--- src/rtl/pfd_pkg.sv ---
package pfd_pkg;

    typedef enum logic [1:0] {
        ST_IDLE = 2'd0,
        ST_SRC  = 2'd1,
        ST_SNK  = 2'd2,
        ST_CLR  = 2'd3
    } pfd_state_t;

    localparam int CH_REF = 0;
    localparam int CH_DIV = 1;
    localparam int N_CH   = 2;

endpackage

--- src/rtl/pfd_edge.sv ---
module pfd_edge (
    input  logic clk,
    input  logic rst_n,
    input  logic sig_in,
    output logic rise_o
);
    logic prev_q;

    always_ff @(posedge clk) begin
        if (!rst_n) prev_q <= 1'b1;
        else        prev_q <= sig_in;
    end

    assign rise_o = sig_in & ~prev_q;
endmodule

--- src/rtl/pfd_fsm.sv ---
module pfd_fsm
    import pfd_pkg::*;
(
    input  logic       clk,
    input  logic       rst_n,
    input  logic       ref_rise,
    input  logic       div_rise,
    input  logic       pump_off,
    output pfd_state_t state_o,
    output pfd_state_t next_o,
    output logic       up_o,
    output logic       dn_o,
    output logic       measuring_o,
    output logic       cmp_done_o,
    output logic       cmp_zero_o
);
    pfd_state_t state_q;
    pfd_state_t state_d;

    // state register
    always_ff @(posedge clk) begin
        if (!rst_n) state_q <= ST_IDLE;
        else        state_q <= state_d;
    end

    // next state
    always_comb begin
        state_d = state_q;
        if (pump_off) begin
            state_d = ST_IDLE;
        end else begin
            unique case (state_q)
                ST_IDLE: begin
                    if (ref_rise && !div_rise)      state_d = ST_SRC;
                    else if (div_rise && !ref_rise) state_d = ST_SNK;
                    else                            state_d = ST_IDLE;
                end
                ST_SRC:  if (div_rise) state_d = ST_CLR;
                ST_SNK:  if (ref_rise) state_d = ST_CLR;
                ST_CLR:  state_d = ST_IDLE;
                default: state_d = ST_IDLE;
            endcase
        end
    end

    // outputs
    always_comb begin
        up_o        = 1'b0;
        dn_o        = 1'b0;
        measuring_o = 1'b0;
        cmp_done_o  = 1'b0;
        cmp_zero_o  = 1'b0;
        if (!pump_off) begin
            unique case (state_q)
                ST_IDLE: begin
                    cmp_done_o = ref_rise && div_rise;
                    cmp_zero_o = ref_rise && div_rise;
                end
                ST_SRC: begin
                    up_o        = 1'b1;
                    measuring_o = 1'b1;
                    cmp_done_o  = div_rise;
                end
                ST_SNK: begin
                    dn_o        = 1'b1;
                    measuring_o = 1'b1;
                    cmp_done_o  = ref_rise;
                end
                ST_CLR: begin
                    up_o = 1'b1;
                    dn_o = 1'b1;
                end
                default: ;
            endcase
        end
    end

    assign state_o = state_q;
    assign next_o  = state_d;
endmodule

--- src/rtl/pfd_lock_mon.sv ---
module pfd_lock_mon #(
    parameter int WIN_CYC = 50,
    parameter int RUN_LEN = 7
) (
    input  logic clk,
    input  logic rst_n,
    input  logic clear,
    input  logic measuring,
    input  logic cmp_done,
    input  logic cmp_zero,
    output logic locked_o
);
    localparam int ERR_W = $clog2(WIN_CYC + 2);
    localparam int RUN_W = $clog2(RUN_LEN + 1);
    localparam logic [ERR_W-1:0] ERR_SAT = ERR_W'(WIN_CYC);
    localparam logic [ERR_W-1:0] ERR_WIN = ERR_W'(WIN_CYC);
    localparam logic [RUN_W-1:0] RUN_MAX = RUN_W'(RUN_LEN);
    localparam logic [RUN_W-1:0] RUN_PRE = RUN_W'(RUN_LEN - 1);

    logic [ERR_W-1:0] err_q;
    logic [ERR_W-1:0] err_meas;
    logic [RUN_W-1:0] run_q;
    logic             in_win;

    // cycles spent with one enable active, saturating
    always_ff @(posedge clk) begin
        if (!rst_n || clear || !measuring) err_q <= '0;
        else if (err_q != ERR_SAT)         err_q <= err_q + 1'b1;
    end

    assign err_meas = cmp_zero ? '0 : (err_q + 1'b1);
    assign in_win   = err_meas < ERR_WIN;

    always_ff @(posedge clk) begin
        if (!rst_n || clear) begin
            run_q    <= '0;
            locked_o <= 1'b0;
        end else if (cmp_done) begin
            if (in_win) begin
                if (run_q != RUN_MAX) run_q <= run_q + 1'b1;
                if (run_q >= RUN_PRE) locked_o <= 1'b1;
            end else begin
                run_q    <= '0;
                locked_o <= 1'b0;
            end
        end
    end
endmodule

--- src/rtl/pfd_isel.sv ---
module pfd_isel #(
    parameter int              ISEL_W   = 2,
    parameter logic [ISEL_W-1:0] ISEL_RST = '0
) (
    input  logic              clk,
    input  logic              rst_n,
    input  logic              load_ok,
    input  logic [ISEL_W-1:0] req,
    output logic [ISEL_W-1:0] cur_o
);
    always_ff @(posedge clk) begin
        if (!rst_n)       cur_o <= ISEL_RST;
        else if (load_ok) cur_o <= req;
    end
endmodule

--- src/rtl/tri_pfd_lock.sv ---
module tri_pfd_lock
    import pfd_pkg::*;
#(
    parameter int WIN_CYC = 50,
    parameter int RUN_LEN = 7,
    parameter int ISEL_W  = 2
) (
    input  logic              clk,
    input  logic              rst_n,
    input  logic              ref_in,
    input  logic              div_in,
    input  logic              pump_off,
    input  logic [ISEL_W-1:0] isel_req,
    output logic              pump_up,
    output logic              pump_dn,
    output logic [ISEL_W-1:0] isel,
    output logic              busy,
    output logic              locked
);
    logic [N_CH-1:0] raw_in;
    logic [N_CH-1:0] rise;
    pfd_state_t      cur_st;
    pfd_state_t      nxt_st;
    logic            measuring;
    logic            cmp_done;
    logic            cmp_zero;
    logic            load_ok;

    assign raw_in[CH_REF] = ref_in;
    assign raw_in[CH_DIV] = div_in;

    for (genvar g = 0; g < N_CH; g++) begin : g_edge
        pfd_edge u_edge (
            .clk    (clk),
            .rst_n  (rst_n),
            .sig_in (raw_in[g]),
            .rise_o (rise[g])
        );
    end

    pfd_fsm u_fsm (
        .clk         (clk),
        .rst_n       (rst_n),
        .ref_rise    (rise[CH_REF]),
        .div_rise    (rise[CH_DIV]),
        .pump_off    (pump_off),
        .state_o     (cur_st),
        .next_o      (nxt_st),
        .up_o        (pump_up),
        .dn_o        (pump_dn),
        .measuring_o (measuring),
        .cmp_done_o  (cmp_done),
        .cmp_zero_o  (cmp_zero)
    );

    pfd_lock_mon #(
        .WIN_CYC (WIN_CYC),
        .RUN_LEN (RUN_LEN)
    ) u_lock (
        .clk       (clk),
        .rst_n     (rst_n),
        .clear     (pump_off),
        .measuring (measuring),
        .cmp_done  (cmp_done),
        .cmp_zero  (cmp_zero),
        .locked_o  (locked)
    );

    assign load_ok = (cur_st == ST_IDLE) && (nxt_st == ST_IDLE);

    pfd_isel #(
        .ISEL_W   (ISEL_W),
        .ISEL_RST ('0)
    ) u_isel (
        .clk     (clk),
        .rst_n   (rst_n),
        .load_ok (load_ok),
        .req     (isel_req),
        .cur_o   (isel)
    );

    assign busy = (cur_st != ST_IDLE);
endmodule

--- config.mk ---
export PLATFORM = sky130hd
export DESIGN_NAME = tri_pfd_lock
export DESIGN_NICKNAME = d
export VERILOG_FILES = /design/src/rtl/pfd_pkg.sv /design/src/rtl/pfd_edge.sv /design/src/rtl/pfd_fsm.sv /design/src/rtl/pfd_lock_mon.sv /design/src/rtl/pfd_isel.sv /design/src/rtl/tri_pfd_lock.sv
export SDC_FILE = /design/constraint.sdc
export NUM_CORES = 1
export LEC_CHECK = 0
export BUFFER_PORTS_ARGS = -buffer_cell sky130_fd_sc_hd__buf_2
export CAP_MARGIN = 20
export CORE_AREA = 2 2 47 49
export CTS_CLUSTER_DIAMETER = 200
export DETAILED_ROUTE_END_ITERATION = 10
export DIE_AREA = 0 0 49 51
export MAX_ROUTING_LAYER = met4
export PLACE_DENSITY = 0.73
export REMOVE_ABC_BUFFERS = 1
export SLEW_MARGIN = 10
export SYNTH_ARGS = -nofsm -noshare
export SYNTH_HDL_FRONTEND = slang
export SYNTH_SLANG_ARGS = --single-unit
--- constraint.sdc ---
create_clock -name clk -period 1.9 [get_ports clk]
set_clock_uncertainty 0.1 [all_clocks]
set_input_delay 0.19 -clock clk [delete_from_list [all_inputs] [get_ports clk]]
set_output_delay 0.19 -clock clk [all_outputs]
set_load 0.02 [all_outputs]
==> flow_summary.yaml, run 1 <==
status:
  status: "finished clean"
worst_setup_path:
  cp-start-kind: "flip-flop"
  critical_path_class: "flip-flop to flip-flop"
  worst_path_arrival_time_ns: 1.92
  crit_required_ns: 1.99
  r2r.worst_path.cells: 6
  worst-path-max-fanout: 3
  crit_path_end_kind: "flip-flop"
synth:
  post_synthesis_mean_instance_area_sq_um: 8.89
  synth_top_area_cell: "sky130_fd_sc_hd__dfxtp_1"
  synth.lib_cells_used.distinct: 30
  synth_edf_count: 0
  synth_cells: 104
  ys_ff_latch: 16
  async_reset_ff_share_pct: 0
  synth_top_cells_by_count: "16 x sky130_fd_sc_hd__dfxtp_1, 16 x sky130_fd_sc_hd__nor2_1, 11 x sky130_fd_sc_hd__ha_1"
  postSynth.topFlopCell: "sky130_fd_sc_hd__dfxtp_1"
  synth.top_cell.area_share_pct: 34.6
  cell_area_after_synthesis_sq_um: 925
  seq_area_frac_synth_pct: 34.6
  ys.warnings.count: 0
  synth.area.top_cells: "sky130_fd_sc_hd__dfxtp_1 35%, sky130_fd_sc_hd__ha_1 15%, sky130_fd_sc_hd__nor2_1 6.5%, sky130_fd_sc_hd__a21oi_1 3.8%, sky130_fd_sc_hd__nand2b_1 3.4%"
sta:
  grt_setup_unrepaired: "true"
  layout_min_cycle_time_ns: 1.83
  postLayoutSetupSlackWorst_ns: 0.0667
  setup-tns-final_ns: 0
  hold_viol: 0
  min_period_over_period_pct: 96.5
  maxSlewViolCount: 0
  finalSetupViolCount: 0
  worst-slew-pin-transition_ns: 0.359
  clock.fmax_ghz: 0.545
  relSlewSlack_pct: 76.1
floorplan:
  num_rows: 17
  start_util_pct: 44.8
  design.portCount: 13
  die-area_sq_um: 2500
  die_width_microns: 49
  core_area_sq_um: 2060
  fp.dieH_microns: 51
detailed_routing:
  num_vias: 781
  route.detailed.vias_per_inst: 5.10
  drtAntennaViolNets: 0
  drt_iter0_drc: 13
  drc: 0
  drt_first_pass_iters: 4
  finalWirelength_microns: 1820
  avgRoutedWirePerCell_microns: 11.9
cts:
  cts_tree: "yes"
  tritoncts.num_buffers: 3
  ctsLongestPathBuffers: 2
  clk_pin_slew_worst_paths_ns: 0.09
  postCtsSetupBuffers: 0
  cts_sinks: 16
  clock_tree.root_cell: "sky130_fd_sc_hd__clkbuf_4"
  clock_tree.htree_level_count: 1
  insertion_delay_ns: 0.29
  cts_hold_buffers: 0
global_routing:
  gr-total-overflow: 0
  grt_antenna_before_repair: 0
  first_global_vias: 770
  grt_start_max_net_pins: 9
  grt_first_pass_wirelength_microns: 3150
  global_route.usage.total_pct: 17.4
placement:
  dp_cells: 150
  buffer_ports.inserted: 12
  pre_cts_slack_ns: -0.0226
  dp_hpwl_microns: 1440
  place_congestion: 0.837
final_layout:
  layout.nets: 145
  areaGrowthSynthToFinish_pct: 25.2
  fin_util_pct: 56.1
  layout-drive-gt1-share_pct: 34.4
  antenna_cells: 0
  finalNonFillerCells: 153
min_path:
  min_delay_path_depth: 2
  min-delay-path-class: "input port to flip-flop"
pwr:
  ir_drop_v: 0.000449
  fin_total_pwr_uw: 554
  leakage_uw: 0.000480
  total_power_divided_by_cell_area_nw_per_um2: 479
run:
  timing.max_cap.violations: 0
-- sequential cells by signal, indices dropped and copies added (netlist names) --
register,cells
u_lock.err_q,6
u_lock.run_q,3
u_lock.locked_o,1
g_edge.u_edge.prev_q,2
u_fsm.state_o,2
u_isel.cur_o,2
-- report_power, final --
| group | switching, uW | total, uW | leakage [uW] | internal (uW) |
|---|---|---|---|---|
| sequential | 1.77 | 339 | 0.000133 | 337 |
| clock | 102 | 175 | 0.0000138 | 73.7 |
| combinational | 23.5 | 39.8 | 0.000334 | 16.3 |
| total | 127 | 554 | 0.000480 | 427 |
-- per-stage QoR --
| stage | hold WS [ns] | cell area, sq um |
|---|---|---|
| final | 0.00560 | 1160 |
| after global routing | 0.00154 | 1160 |
| after CTS | 0.00159 | 1120 |
| after detailed placement | 0.303 | 1070 |
| after global placement | 0.292 | 1070 |
| after floorplan | 0.163 | 911 |
-- final timing paths --
kind,from,endpoint,slack (ns)
max,u_lock.err_q[1],u_lock.run_q[1],0.07
min,div_in,g_edge[1].u_edge.prev_q,0.006
max reg2reg,u_lock.err_q[1],u_lock.run_q[1],0.07
min reg2reg,u_isel.cur_o[0],u_isel.cur_o[0],0.38
-- cells in the final DEF (no fill, tap or decap) --
cell,Yosys,routed
sky130_fd_sc_hd__nor2_1,16,16
sky130_fd_sc_hd__buf_2,2,12
sky130_fd_sc_hd__dfxtp_1,16,11
sky130_fd_sc_hd__buf_4,0,9
sky130_fd_sc_hd__inv_1,8,8
sky130_fd_sc_hd__ha_1,11,8
sky130_fd_sc_hd__a21oi_1,7,7
sky130_fd_sc_hd__nand2b_1,5,5
sky130_fd_sc_hd__nand3_1,5,5
sky130_fd_sc_hd__o21ai_0,6,4
sky130_fd_sc_hd__o21ai_2,1,3
sky130_fd_sc_hd__xor2_1,3,3
sky130_fd_sc_hd__xnor2_1,3,3
sky130_fd_sc_hd__clkbuf_4,0,3
sky130_fd_sc_hd__dfxtp_2,0,3
sky130_fd_sc_hd__nand2_1,2,2
sky130_fd_sc_hd__a211oi_1,2,2
sky130_fd_sc_hd__a32o_2,2,2
sky130_fd_sc_hd__ha_4,0,2
sky130_fd_sc_hd__dfxtp_4,0,2
sky130_fd_sc_hd__nor2b_1,1,1
sky130_fd_sc_hd__a21bo_2,1,1
sky130_fd_sc_hd__a21o_1,1,1
sky130_fd_sc_hd__nand4_1,1,1
sky130_fd_sc_hd__nor3b_1,1,1
sky130_fd_sc_hd__nand2_2,1,1
sky130_fd_sc_hd__nor3_1,1,1
sky130_fd_sc_hd__a31o_1,1,1
sky130_fd_sc_hd__nor4_4,0,1
sky130_fd_sc_hd__a2111oi_4,1,1
sky130_fd_sc_hd__nor3b_2,1,1
sky130_fd_sc_hd__nor4b_2,1,1
sky130_fd_sc_hd__a22o_1,1,1
sky130_fd_sc_hd__o21a_1,1,1
sky130_fd_sc_hd__ha_2,0,1
-- cell type report --
cell class              count  area (sq um)
clock buffers               3          22.5
inverters                   8          30.0
fillers                   181           906
flip-flops and latches     16           332
repair buffers             21           128
well taps                  28          35.0
multi-input cells          77           611
-- cell families (layout without fill, tap and decap cells) --
kind of cell / Yosys count / in the layout / synth area share (%)
fa+ha+maj: 11 / 11 / 14.9
flops: 16 / 16 / 34.6
simple gates: 36 / 36 / 20.4
buf+inv: 11 / 32 / 4.74
compound gates: 24 / 24 / 19.6
xor+xnor: 6 / 6 / 5.68
-- critical path, stage by stage, from the launching register on --
cell and delay [ns]:
sky130_fd_sc_hd__dfxtp_4 0.38, sky130_fd_sc_hd__nand2_2 0.07, sky130_fd_sc_hd__xor2_1 0.14, sky130_fd_sc_hd__a31o_1 0.24
sky130_fd_sc_hd__a2111oi_4 0.44, sky130_fd_sc_hd__o21ai_2 0.13, sky130_fd_sc_hd__a32o_2 0.25
-- per-layer routing --
layer | track usage, % | part of all wire (%)
met4 | 12.9 | 3.0
met1 | 19.1 | 45
met5 | - | 0
met2 | 29.0 | 49
met3 | 2.63 | 3.1
-- repair_timing --
item,4_1_cts,5_1_grt
hold endpoints to repair,0,0
resized for setup,4,13
pin swaps,1,5
endpoints found under the setup margin,4,5
Note: power is estimated with default switching activity, not from simulation.
==> inputs of run 2 (changes only) <==
- PLACE_DENSITY: 0.73 -> 0.74
- RECOVER_POWER: unset -> 50
- SYNTH_HIERARCHICAL: unset -> 1
==> run 2 against run 1 <==
Against the previous run:
- first-iteration DRC count shrank 38%
- sequential share of layout area shrank 0.90 points
- die area is the same
- design area grew 1.3%
- worst setup slack gained 0.0070 ns
- via count grew 4.1%
- cell count shrank 0.65%
- worst hold slack gained 0.024 ns
- global-route usage grew 0.065 points
- register-to-register slack is essentially flat
- sequential power is essentially flat
- largest cell class unchanged
- largest power group unchanged
==> flow_summary.yaml, run 2 <==
pwr:
  total_power_divided_by_cell_area_nw_per_um2: 476
  leakage_uw: 0.000453
  ir_drop_v: 0.000299
synth:
  synth.lib_cells_used.distinct: 32
  synth.area.top_cells: "sky130_fd_sc_hd__dfxtp_1 34%, sky130_fd_sc_hd__ha_1 13%, sky130_fd_sc_hd__a211oi_1 4.7%, sky130_fd_sc_hd__xnor2_1 4.6%, sky130_fd_sc_hd__mux2i_1 4.2%"
  synth_edf_count: 0
  postSynth.topFlopCell: "sky130_fd_sc_hd__dfxtp_1"
  async_reset_ff_share_pct: 0
  synth_cells: 100
  ys_ff_latch: 16
  ys.warnings.count: 6
  post_synthesis_mean_instance_area_sq_um: 9.48
  synth_top_area_cell: "sky130_fd_sc_hd__dfxtp_1"
  synth.top_cell.area_share_pct: 33.8
  synthMostInstantiatedCell: "sky130_fd_sc_hd__dfxtp_1"
  cell_area_after_synthesis_sq_um: 948
  seq_area_frac_synth_pct: 33.8
  synth_top_cells_by_count: "16 x sky130_fd_sc_hd__dfxtp_1, 10 x sky130_fd_sc_hd__ha_1, 8 x sky130_fd_sc_hd__nor2_1"
min_path:
  hold_start: "div_in"
  min-delay-path-class: "input port to flip-flop"
cts:
  insertion_delay_ns: 0.28
  cts_sinks: 16
  tritoncts.num_buffers: 3
  cts_tree: "yes"
  clk_pin_slew_worst_paths_ns: 0.09
  clock_tree.htree_level_count: 1
  clock_tree.root_cell: "sky130_fd_sc_hd__clkbuf_4"
  ctsLongestPathBuffers: 2
detailed_routing:
  drt_first_pass_iters: 4
  finalWirelength_microns: 2020
  drt_iter0_drc: 8
  avgRoutedWirePerCell_microns: 13.3
  drc: 0
  num_vias: 813
  drtAntennaViolNets: 0
  route.detailed.vias_per_inst: 5.35
placement:
  place_congestion: 0.837
  placed_area_sq_um: 1100
  dp_cells: 147
  buffer_ports.inserted: 12
  dp_hpwl_microns: 1470
final_layout:
  antenna_cells: 0
  areaGrowthSynthToFinish_pct: 23.6
  most_frequent_standard_cell_in_the_layout_excluding_fill_and_tap_cells: "sky130_fd_sc_hd__dfxtp_1"
  mostFrequentLayoutCells: "14 x sky130_fd_sc_hd__dfxtp_1, 8 x sky130_fd_sc_hd__buf_4, 8 x sky130_fd_sc_hd__nor2_1"
  final_design_area_no_fill_sq_um: 1170
  layout.nets: 143
  top_regs: "u_lock/err_q x6, u_lock/run_q x3"
  layout-drive-gt1-share_pct: 29.8
  finalNonFillerCells: 152
  largest_reg_flops: 6
  regMostFlops: "u_lock/err_q"
global_routing:
  grt_antenna_before_repair: 0
  grt_start_max_net_pins: 11
  grt_first_pass_wirelength_microns: 3260
  first_global_vias: 809
  gr-total-overflow: 0
  global_route.usage.total_pct: 17.5
sta:
  finalSetupViolCount: 0
  grt_setup_unrepaired: "true"
  final_hold_slack_ns: 0.0299
  clock.fmax_ghz: 0.548
  worst-slew-pin-transition_ns: 0.319
  maxSlewViolCount: 0
  layout_min_cycle_time_ns: 1.83
  min_period_over_period_pct: 96.1
  hold_viol: 0
  relSlewSlack_pct: 78.7
floorplan:
  start_util_pct: 46.0
  num_rows: 17
  design.portCount: 13
  fp.dieH_microns: 51
  core_area_sq_um: 2060
  die_width_microns: 49
  die-area_sq_um: 2500
worst_setup_path:
  timing.critical_path.slowest_stage_cell: "sky130_fd_sc_hd__dfxtp_4"
  critical_path_class: "flip-flop to flip-flop"
  crit_path_end_kind: "flip-flop"
  worst-path-max-fanout: 5
  cp-start-kind: "flip-flop"
  delay_of_the_slowest_critical_path_stage_ns: 0.38
  crit_required_ns: 1.97
  path_cells: "inv_4 -> ha_2 -> a22oi_1 -> a211oi_1 -> buf_4 -> nor2b_4 -> buf_6 -> mux2i_1 -> a211oi_1"
  worst_path_arrival_time_ns: 1.89
  critical-path-top-cell-by-count: "sky130_fd_sc_hd__a211oi_1"
  origin_of_the_worst_setup_path: "u_fsm/state_o[1]"
  reg2reg_from: "u_fsm/state_o[1]"
status:
  status: "finished clean"
run:
  timing.max_cap.violations: 0
run 2: cell count changes after synthesis, sizes merged, moves of 5 or more:
cell,delta
nor2,-8
a21oi,-6
nor2b,+6
o21ai,-5
run 2: what timing repair did:
action | in CTS | in global routing
setup buffers | 1 | 1
endpoints found under the hold margin | 0 | 0
hold buffers | 0 | 0
setup endpoints to repair | 5 | 6
resized for setup | 2 | 13
cloned | 0 | 0
pin swaps | 2 | 4
run 2: cells by family (layout without fill, tap and decap cells):
| group | after synthesis | after routing | share of synthesized area [%] |
|---|---|---|---|
| xor gates and xnor gates | 5 | 5 | 4.62 |
| buffers and inverters | 7 | 31 | 2.77 |
| and+or+nand+nor | 40 | 40 | 26.9 |
| DFF | 16 | 16 | 33.8 |
| AOI/OAI and AO/OA | 18 | 18 | 14.5 |
| muxes | 4 | 4 | 4.22 |
| adders and majority gates | 10 | 10 | 13.2 |
run 2: path summary, 6_finish.rpt:
check / endpoint / slack [ns] / depth (start not counted)
max: u_lock/run_q[1] / 0.07 / 9
min: g_edge[1].u_edge/prev_q / 0.03 / 2
max reg2reg: u_lock/run_q[1] / 0.07 / 9
min reg2reg: u_isel/cur_o[1] / 0.44 / 2
run 2: area by class of cell:
cell class | instances | area (sq um)
sequential | 16 | 325
tap | 28 | 35.0
clock buffer | 3 | 22.5
inverter | 7 | 28.8
fill | 208 | 891
multi-input combinational | 77 | 636
timing repair buffer | 21 | 125
run 2: stage by stage:
step | total power (uW) | worst slack (ns) | TNS, ns | utilization, %
5_1_grt | 582 | -0.0168 | -0.0460 | 56.8
3_5_place_dp | 390 | -0.0826 | -0.246 | 53.1
6_report | 558 | 0.0738 | 0 | 56.8
3_3_place_gp | 389 | 0.00441 | 0 | 53.1
4_1_cts | 567 | -0.00236 | -0.00236 | 54.8
2_1_floorplan | 373 | 0.0470 | 0 | -
run 2: metal layers:
metal	share of wire (%)	GRT usage [%]	vias to the layer above	routed length (microns)
met4	0.84	11.4	0	17
li1	-	-	407	-
met5	0	-	-	0
met3	1.9	2.05	4	39
met2	54	32.4	13	1080
met1	44	17.4	389	881
run 2: report_power, final:
part / internal, uW / switching, uW / total, uW
registers: 339 / 3.29 / 342
logic: 18.9 / 22.8 / 41.7
clock network: 73.5 / 101 / 174
total: 431 / 127 / 558
run 2: critical path: cells and delay by family (launching register included):
kind / cells / cell delay [ns]
compound gates: 3 / 0.39
flops: 1 / 0.38
buf+inv: 3 / 0.35
mux: 1 / 0.18
fa+ha+maj: 1 / 0.17
simple gates: 1 / 0.14
